**src/rtl/tkr_pkg.sv**
```systemverilog
package tkr_pkg;
  localparam int NREG = 7;                 // timekeeping registers per snapshot
  localparam int DW   = 8;                 // register width
  localparam int IW   = $clog2(NREG);      // index width
  localparam int SW   = $clog2(NREG + 1);  // step counter width (includes re-read)
  localparam int TW   = NREG * DW;         // assembled time width
  localparam int SEC_MOD = 60;

  typedef enum logic [1:0] {
    S_IDLE  = 2'd0,
    S_ISSUE = 2'd1,
    S_AWAIT = 2'd2,
    S_JUDGE = 2'd3
  } tkr_state_e;

  function automatic int bcd_to_int(input logic [DW-1:0] b);
    return int'(b[6:4]) * 10 + int'(b[3:0]);
  endfunction

  // forward distance from a to b, modulo one minute
  function automatic logic [5:0] sec_gap(input logic [DW-1:0] a, input logic [DW-1:0] b);
    int g;
    g = bcd_to_int(b) - bcd_to_int(a);
    if (g < 0) g = g + SEC_MOD;
    return g[5:0];
  endfunction
endpackage

```
**src/rtl/tkr_seq.sv**
```systemverilog
module tkr_seq
  import tkr_pkg::*;
#(
  parameter int MAX_RETRY = 3
) (
  input  logic          clk,
  input  logic          rst_n,
  input  logic          start,
  input  logic          req_ready,
  input  logic          rsp_valid,
  input  logic          retry_need,
  output logic          busy,
  output logic          req_valid,
  output logic [IW-1:0] req_idx,
  output logic          rsp_ready,
  output logic          cap_en,
  output logic [SW-1:0] cap_step,
  output logic          judge,
  output logic          commit,
  output logic          done,
  output logic          fail
);
  localparam int RW = (MAX_RETRY < 1) ? 1 : $clog2(MAX_RETRY + 1);
  localparam logic [SW-1:0] LAST  = SW'(NREG);
  localparam logic [RW-1:0] RLIM  = RW'(MAX_RETRY);

  tkr_state_e    state;
  logic [SW-1:0] step;
  logic [RW-1:0] rcnt;

  assign busy      = (state != S_IDLE);
  assign req_valid = (state == S_ISSUE);
  assign rsp_ready = (state == S_AWAIT);
  assign req_idx   = (step == LAST) ? '0 : step[IW-1:0];
  assign cap_en    = rsp_ready && rsp_valid;
  assign cap_step  = step;
  assign judge     = (state == S_JUDGE);
  assign commit    = judge && !retry_need;

  always_ff @(posedge clk) begin
    if (!rst_n) begin
      state <= S_IDLE;
      step  <= '0;
      rcnt  <= '0;
      done  <= 1'b0;
      fail  <= 1'b0;
    end else begin
      done <= 1'b0;
      fail <= 1'b0;
      case (state)
        S_IDLE: begin
          if (start) begin
            rcnt  <= '0;
            step  <= '0;
            state <= S_ISSUE;
          end
        end
        S_ISSUE: begin
          if (req_ready) state <= S_AWAIT;
        end
        S_AWAIT: begin
          if (rsp_valid) begin
            if (step == LAST) begin
              state <= S_JUDGE;
            end else begin
              step  <= step + 1'b1;
              state <= S_ISSUE;
            end
          end
        end
        S_JUDGE: begin
          if (retry_need) begin
            if (rcnt == RLIM) begin
              fail  <= 1'b1;
              state <= S_IDLE;
            end else begin
              rcnt  <= rcnt + 1'b1;
              step  <= '0;
              state <= S_ISSUE;
            end
          end else begin
            done  <= 1'b1;
            state <= S_IDLE;
          end
        end
        default: state <= S_IDLE;
      endcase
    end
  end
endmodule

```
**src/rtl/tkr_capture.sv**
```systemverilog
module tkr_capture
  import tkr_pkg::*;
(
  input  logic          clk,
  input  logic          rst_n,
  input  logic          cap_en,
  input  logic [SW-1:0] cap_step,
  input  logic [DW-1:0] rsp_data,
  input  logic          commit,
  output logic [DW-1:0] ini_sec,
  output logic [DW-1:0] fin_sec,
  output logic [TW-1:0] time_out
);
  logic [TW-1:0] snap;

  for (genvar i = 0; i < NREG; i++) begin : g_byte
    logic [DW-1:0] byte_q;
    always_ff @(posedge clk) begin
      if (!rst_n) byte_q <= '0;
      else if (cap_en && (cap_step == SW'(i))) byte_q <= rsp_data;
    end
    assign snap[i*DW +: DW] = byte_q;
  end

  assign ini_sec = snap[DW-1:0];

  always_ff @(posedge clk) begin
    if (!rst_n) begin
      fin_sec  <= '0;
      time_out <= '0;
    end else begin
      if (cap_en && (cap_step == SW'(NREG))) fin_sec <= rsp_data;
      if (commit) time_out <= snap;
    end
  end
endmodule

```
**src/rtl/tkr_judge.sv**
```systemverilog
module tkr_judge
  import tkr_pkg::*;
(
  input  logic          clk,
  input  logic          rst_n,
  input  logic          judge,
  input  logic [DW-1:0] ini_sec,
  input  logic [DW-1:0] fin_sec,
  output logic          retry_need,
  output logic          skew_err
);
  localparam logic [DW-1:0] SEC_TOP = 8'h59;
  logic [5:0] gap;

  assign retry_need = (ini_sec == SEC_TOP) && (fin_sec != SEC_TOP);
  assign gap        = sec_gap(ini_sec, fin_sec);

  always_ff @(posedge clk) begin
    if (!rst_n) skew_err <= 1'b0;
    else        skew_err <= judge && (gap > 6'd1);
  end
endmodule

```
**src/rtl/tk_coherent_reader.sv**
```systemverilog
module tk_coherent_reader
  import tkr_pkg::*;
#(
  parameter int MAX_RETRY = 3
) (
  input  logic          clk,
  input  logic          rst_n,
  input  logic          start,
  output logic          busy,
  output logic          req_valid,
  input  logic          req_ready,
  output logic [IW-1:0] req_idx,
  input  logic          rsp_valid,
  output logic          rsp_ready,
  input  logic [DW-1:0] rsp_data,
  output logic          done,
  output logic          fail,
  output logic          skew_err,
  output logic [TW-1:0] time_out
);
  logic          retry_need, cap_en, judge, commit;
  logic [SW-1:0] cap_step;
  logic [DW-1:0] ini_sec, fin_sec;

  tkr_seq #(.MAX_RETRY(MAX_RETRY)) u_seq (
    .clk(clk), .rst_n(rst_n), .start(start), .req_ready(req_ready),
    .rsp_valid(rsp_valid), .retry_need(retry_need), .busy(busy),
    .req_valid(req_valid), .req_idx(req_idx), .rsp_ready(rsp_ready),
    .cap_en(cap_en), .cap_step(cap_step), .judge(judge), .commit(commit),
    .done(done), .fail(fail)
  );

  tkr_capture u_cap (
    .clk(clk), .rst_n(rst_n), .cap_en(cap_en), .cap_step(cap_step),
    .rsp_data(rsp_data), .commit(commit), .ini_sec(ini_sec),
    .fin_sec(fin_sec), .time_out(time_out)
  );

  tkr_judge u_judge (
    .clk(clk), .rst_n(rst_n), .judge(judge), .ini_sec(ini_sec),
    .fin_sec(fin_sec), .retry_need(retry_need), .skew_err(skew_err)
  );
endmodule

```
**config.mk**
```make
export PLATFORM = sky130hd
export DESIGN_NAME = tk_coherent_reader
export DESIGN_NICKNAME = d
export VERILOG_FILES = /design/src/rtl/tkr_pkg.sv /design/src/rtl/tkr_seq.sv /design/src/rtl/tkr_capture.sv /design/src/rtl/tkr_judge.sv /design/src/rtl/tk_coherent_reader.sv
export SDC_FILE = /design/constraint.sdc
export NUM_CORES = 1
export LEC_CHECK = 0
export BUFFER_PORTS_ARGS = -buffer_cell sky130_fd_sc_hd__buf_2
export CORE_AREA = 5 5 105 107
export DETAILED_ROUTE_END_ITERATION = 8
export DIE_AREA = 0 0 110 112
export PLACE_DENSITY = 0.81
export SETUP_SLACK_MARGIN = 0.1
export SYNTH_ARGS = -nofsm -noshare
export SYNTH_HDL_FRONTEND = slang
export SYNTH_SLANG_ARGS = --single-unit
```
**constraint.sdc**
```tcl
create_clock -name clk -period 5.1 [get_ports clk]
set_input_delay 0 -clock clk [delete_from_list [all_inputs] [get_ports clk]]
set_output_delay 0 -clock clk [all_outputs]
set_load 0.03 [all_outputs]
```
==> flow_summary.yaml <==
run_status:
  status: "complete, no violations"
worst_setup_path:
  end_kind: "flop"
  reg2reg_setup_slack_ns: 1.76
  crit_type: "flop to flop"
  crit_fanout: 6
  reg2reg_to: "u_judge.skew_err"
  r2r_cells: 12
  crit_arrival_ns: 3.74
  reg2reg_from: "u_cap.fin_sec[4]"
  cp-start-kind: "flop"
  cp-startpoint: "u_cap.fin_sec[4]"
  worstPathRequired_ns: 5.50
sta:
  rsz0062_at_grt: "false"
  setup_viol: 0
  finalMaxSlewViolations: 0
  worst_pin_slew_ns: 1.28
  final.setup.tns_ns: 0
  hold_viol_final: 0
  max-slew-margin-rel_pct: 14.7
  fmax_ghz: 0.300
  clock_skew_ns: 0.00683
  fin_crit_sh_pct: 65.5
  fin_crit_ns: 3.34
synth:
  ys_ff_latch: 130
  synth_ff_type: "dfxtp_1"
  syn_inst: 659
  syn-cell-area_um2: 5820
  synth_nets: 708
  yosys_warnings: 0
  async_flop_share_pct: 0
  avgSynthCellArea_um2: 8.84
  synth_seq_area_share_pct: 44.7
  synth.distinct_cells: 42
  synth-edff-count: 0
floorplanning:
  ios: 78
  num_rows: 37
  fp.dieW_um: 110
  die_h_um: 112
  coreArea_um2: 10000
  dieArea_um2: 12300
  initial_core_util_pct: 58.0
hold_path:
  hold-path-endpoint: "u_seq.state[1]"
  hp-start: "rsp_valid"
  hold_class: "primary input to flop"
  min_path_cells: 4
detailed_routing:
  detail-route-antenna-nets: 0
  route.detailed.wl_per_inst_um: 14.7
  vias_per_cell: 5.24
  wl_mm: 12.8
  drc_errors: 0
  dr.pass1.iters: 5
  drtIter0Drc: 229
  routed-via-count: 4564
global_route:
  grt_overflow: 0
  grt_first_pass_wirelength_mm: 21.3
  grtUsageTotal_pct: 21.9
  grt_max_degree: 130
  antenna_found_initial: 0
  grt_pass1_vias: 4553
clock_tree:
  cts.sinks: 130
  cts_buffers: 17
  worstSkewPairLatency_ns: 0.52
  htreeDepth: 4
  cts_tree: "done"
  clockBufferDepth: 2
  cts-root-buf: "clkbuf_8"
  clkTransAtPathRegs_ns: 0.06
  cts_resized: 0
placement:
  dp_hpwl_mm: 8.52
  place_congestion: 0.865
  dp_cells: 829
  port_buffers: 77
  placed_area_um2: 6170
power_and_ir_drop:
  peakVddDrop_uv: 261
  power_density_nw_per_um2: 329
  p_leak_uw: 0.00287
layout:
  syn_to_final_growth_pct: 17.1
  drive_gt1_share_pct: 16.2
  layoutNonFillerInstCount: 871
  nNetsFinal: 771
  antennaDiodeCount: 0
  final_area_um2: 6820
run:
  maxCapViolCount: 0
kinds of logic after synthesis:
| family | synth area share [%] |
|---|---|
| DFF | 44.7 |
| muxes | 4.64 |
| buffers and inverters | 5.80 |
| and+or+nand+nor | 21.2 |
| AOI/OAI and AO/OA | 14.8 |
| xor gates and xnor gates | 0.451 |
| adders and majority gates | 8.38 |
cell type report:
type	count	area, µm²
multi-input cells	455	2890
well taps	136	170
fillers	803	3230
clock buffers	18	418
repair buffers	88	493
clock inverters	14	131
flip-flops and latches	130	2600
inverters	30	113
metrics by stage:
step	setup slack, ns	utilization [%]	hold slack [ns]	power [µW]
after floorplan	1.98	-	0.225	1130
after global placement	1.91	61.4	0.366	1150
after detailed placement	1.79	61.4	0.364	1150
after CTS	1.74	67.9	0.0139	2260
after global routing	1.60	67.9	0.0335	2330
final	1.76	67.9	0.0352	2240
cell usage after synthesis, drive strengths merged, types with 2 or more instances:
cell type / n / area share (%)
a21boi: 100 / 13
a21oi: 6 / 0.52
and2: 7 / 0.75
and3: 2 / 0.21
and4bb: 2 / 0.43
buf: 18 / 2.2
clkbuf: 26 / 1.7
dfxtp: 130 / 45
fa: 5 / 1.7
ha: 31 / 6.7
inv: 30 / 1.9
mux2i: 27 / 4.6
nand2: 186 / 12
nand3: 31 / 2.9
nand3b: 2 / 0.26
nand4bb: 2 / 0.39
nor2: 7 / 0.45
nor2b: 28 / 3.0
or3: 2 / 0.21
xnor2: 2 / 0.30
how the worst max path moves through the flow:
| stage | end | slack (ns) |
|---|---|---|
| after global placement | u_judge.skew_err | 1.91 |
| after CTS | u_judge.skew_err | 1.74 |
| after global routing | u_judge.skew_err | 1.60 |
| after detailed placement | u_judge.skew_err | 1.79 |
| final | u_judge.skew_err | 1.76 |
| after floorplan | u_judge.skew_err | 1.98 |
power breakdown:
part	internal [µW]	switching, µW
clock	650	454
sequential	1020	3.89
combinational	49.0	68.2
worst max-delay path: stages, from the launching register on:
cell and delay (ns):
dfxtp_1 0.43, ha_1 0.29, fa_1 0.48, inv_1 0.05, fa_1 0.50, inv_1 0.04
ha_1 0.35, xnor2_1 0.17, ha_1 0.28, nand2_1 0.04, a31oi_1 0.16, mux2i_1 0.10
o41a_1 0.31
state kept, by name, summed over array words and instances, names as in the netlist:
| signal | flops |
|---|---|
| u_cap.g_byte.byte_q | 48 |
| u_judge.skew_err | 1 |
| u_cap.fin_sec | 8 |
| u_seq.done | 1 |
| u_seq.state | 2 |
| u_seq.rcnt | 2 |
| u_cap.ini_sec | 8 |
| u_seq.fail | 1 |
| u_seq.cap_step | 3 |
| u_cap.time_out | 56 |
placed cells by master, fill, tap and decap left out, types with 2 or more instances in the layout:
cell type,netlist,routed
nand2_1,183,183
dfxtp_1,130,130
buf_2,6,77
a21boi_1,54,54
a21boi_0,46,46
ha_1,31,31
inv_1,30,30
nand3_1,28,28
nor2b_1,28,28
mux2i_1,27,27
clkbuf_16,0,16
dlygate4sd3_1,0,10
and2_1,7,7
a21oi_1,6,6
nor2_1,7,6
fa_1,5,5
clkinv_4,0,4
clkinvlp_4,0,4
nand2_2,3,3
nand3_2,3,3
inv_6,0,3
xnor2_1,2,2
and3_1,2,2
nand3b_1,2,2
or3_1,2,2
nand4bb_1,2,2
clkinv_2,0,2
metal layers:
layer	wire (µm)	vias up	track usage, %
met5	0	-	0
met4	196	0	8.06
met3	673	16	6.03
met2	6350	106	36.2
met1	5550	2150	27.1
li1	-	2292	-
what timing repair did:
action | 4_1_cts | 5_1_grt
hold buffers | 10 | 0
setup buffers | 0 | 0
hold endpoints to repair | 68 | 0
Power figures use the tool's default switching activity.
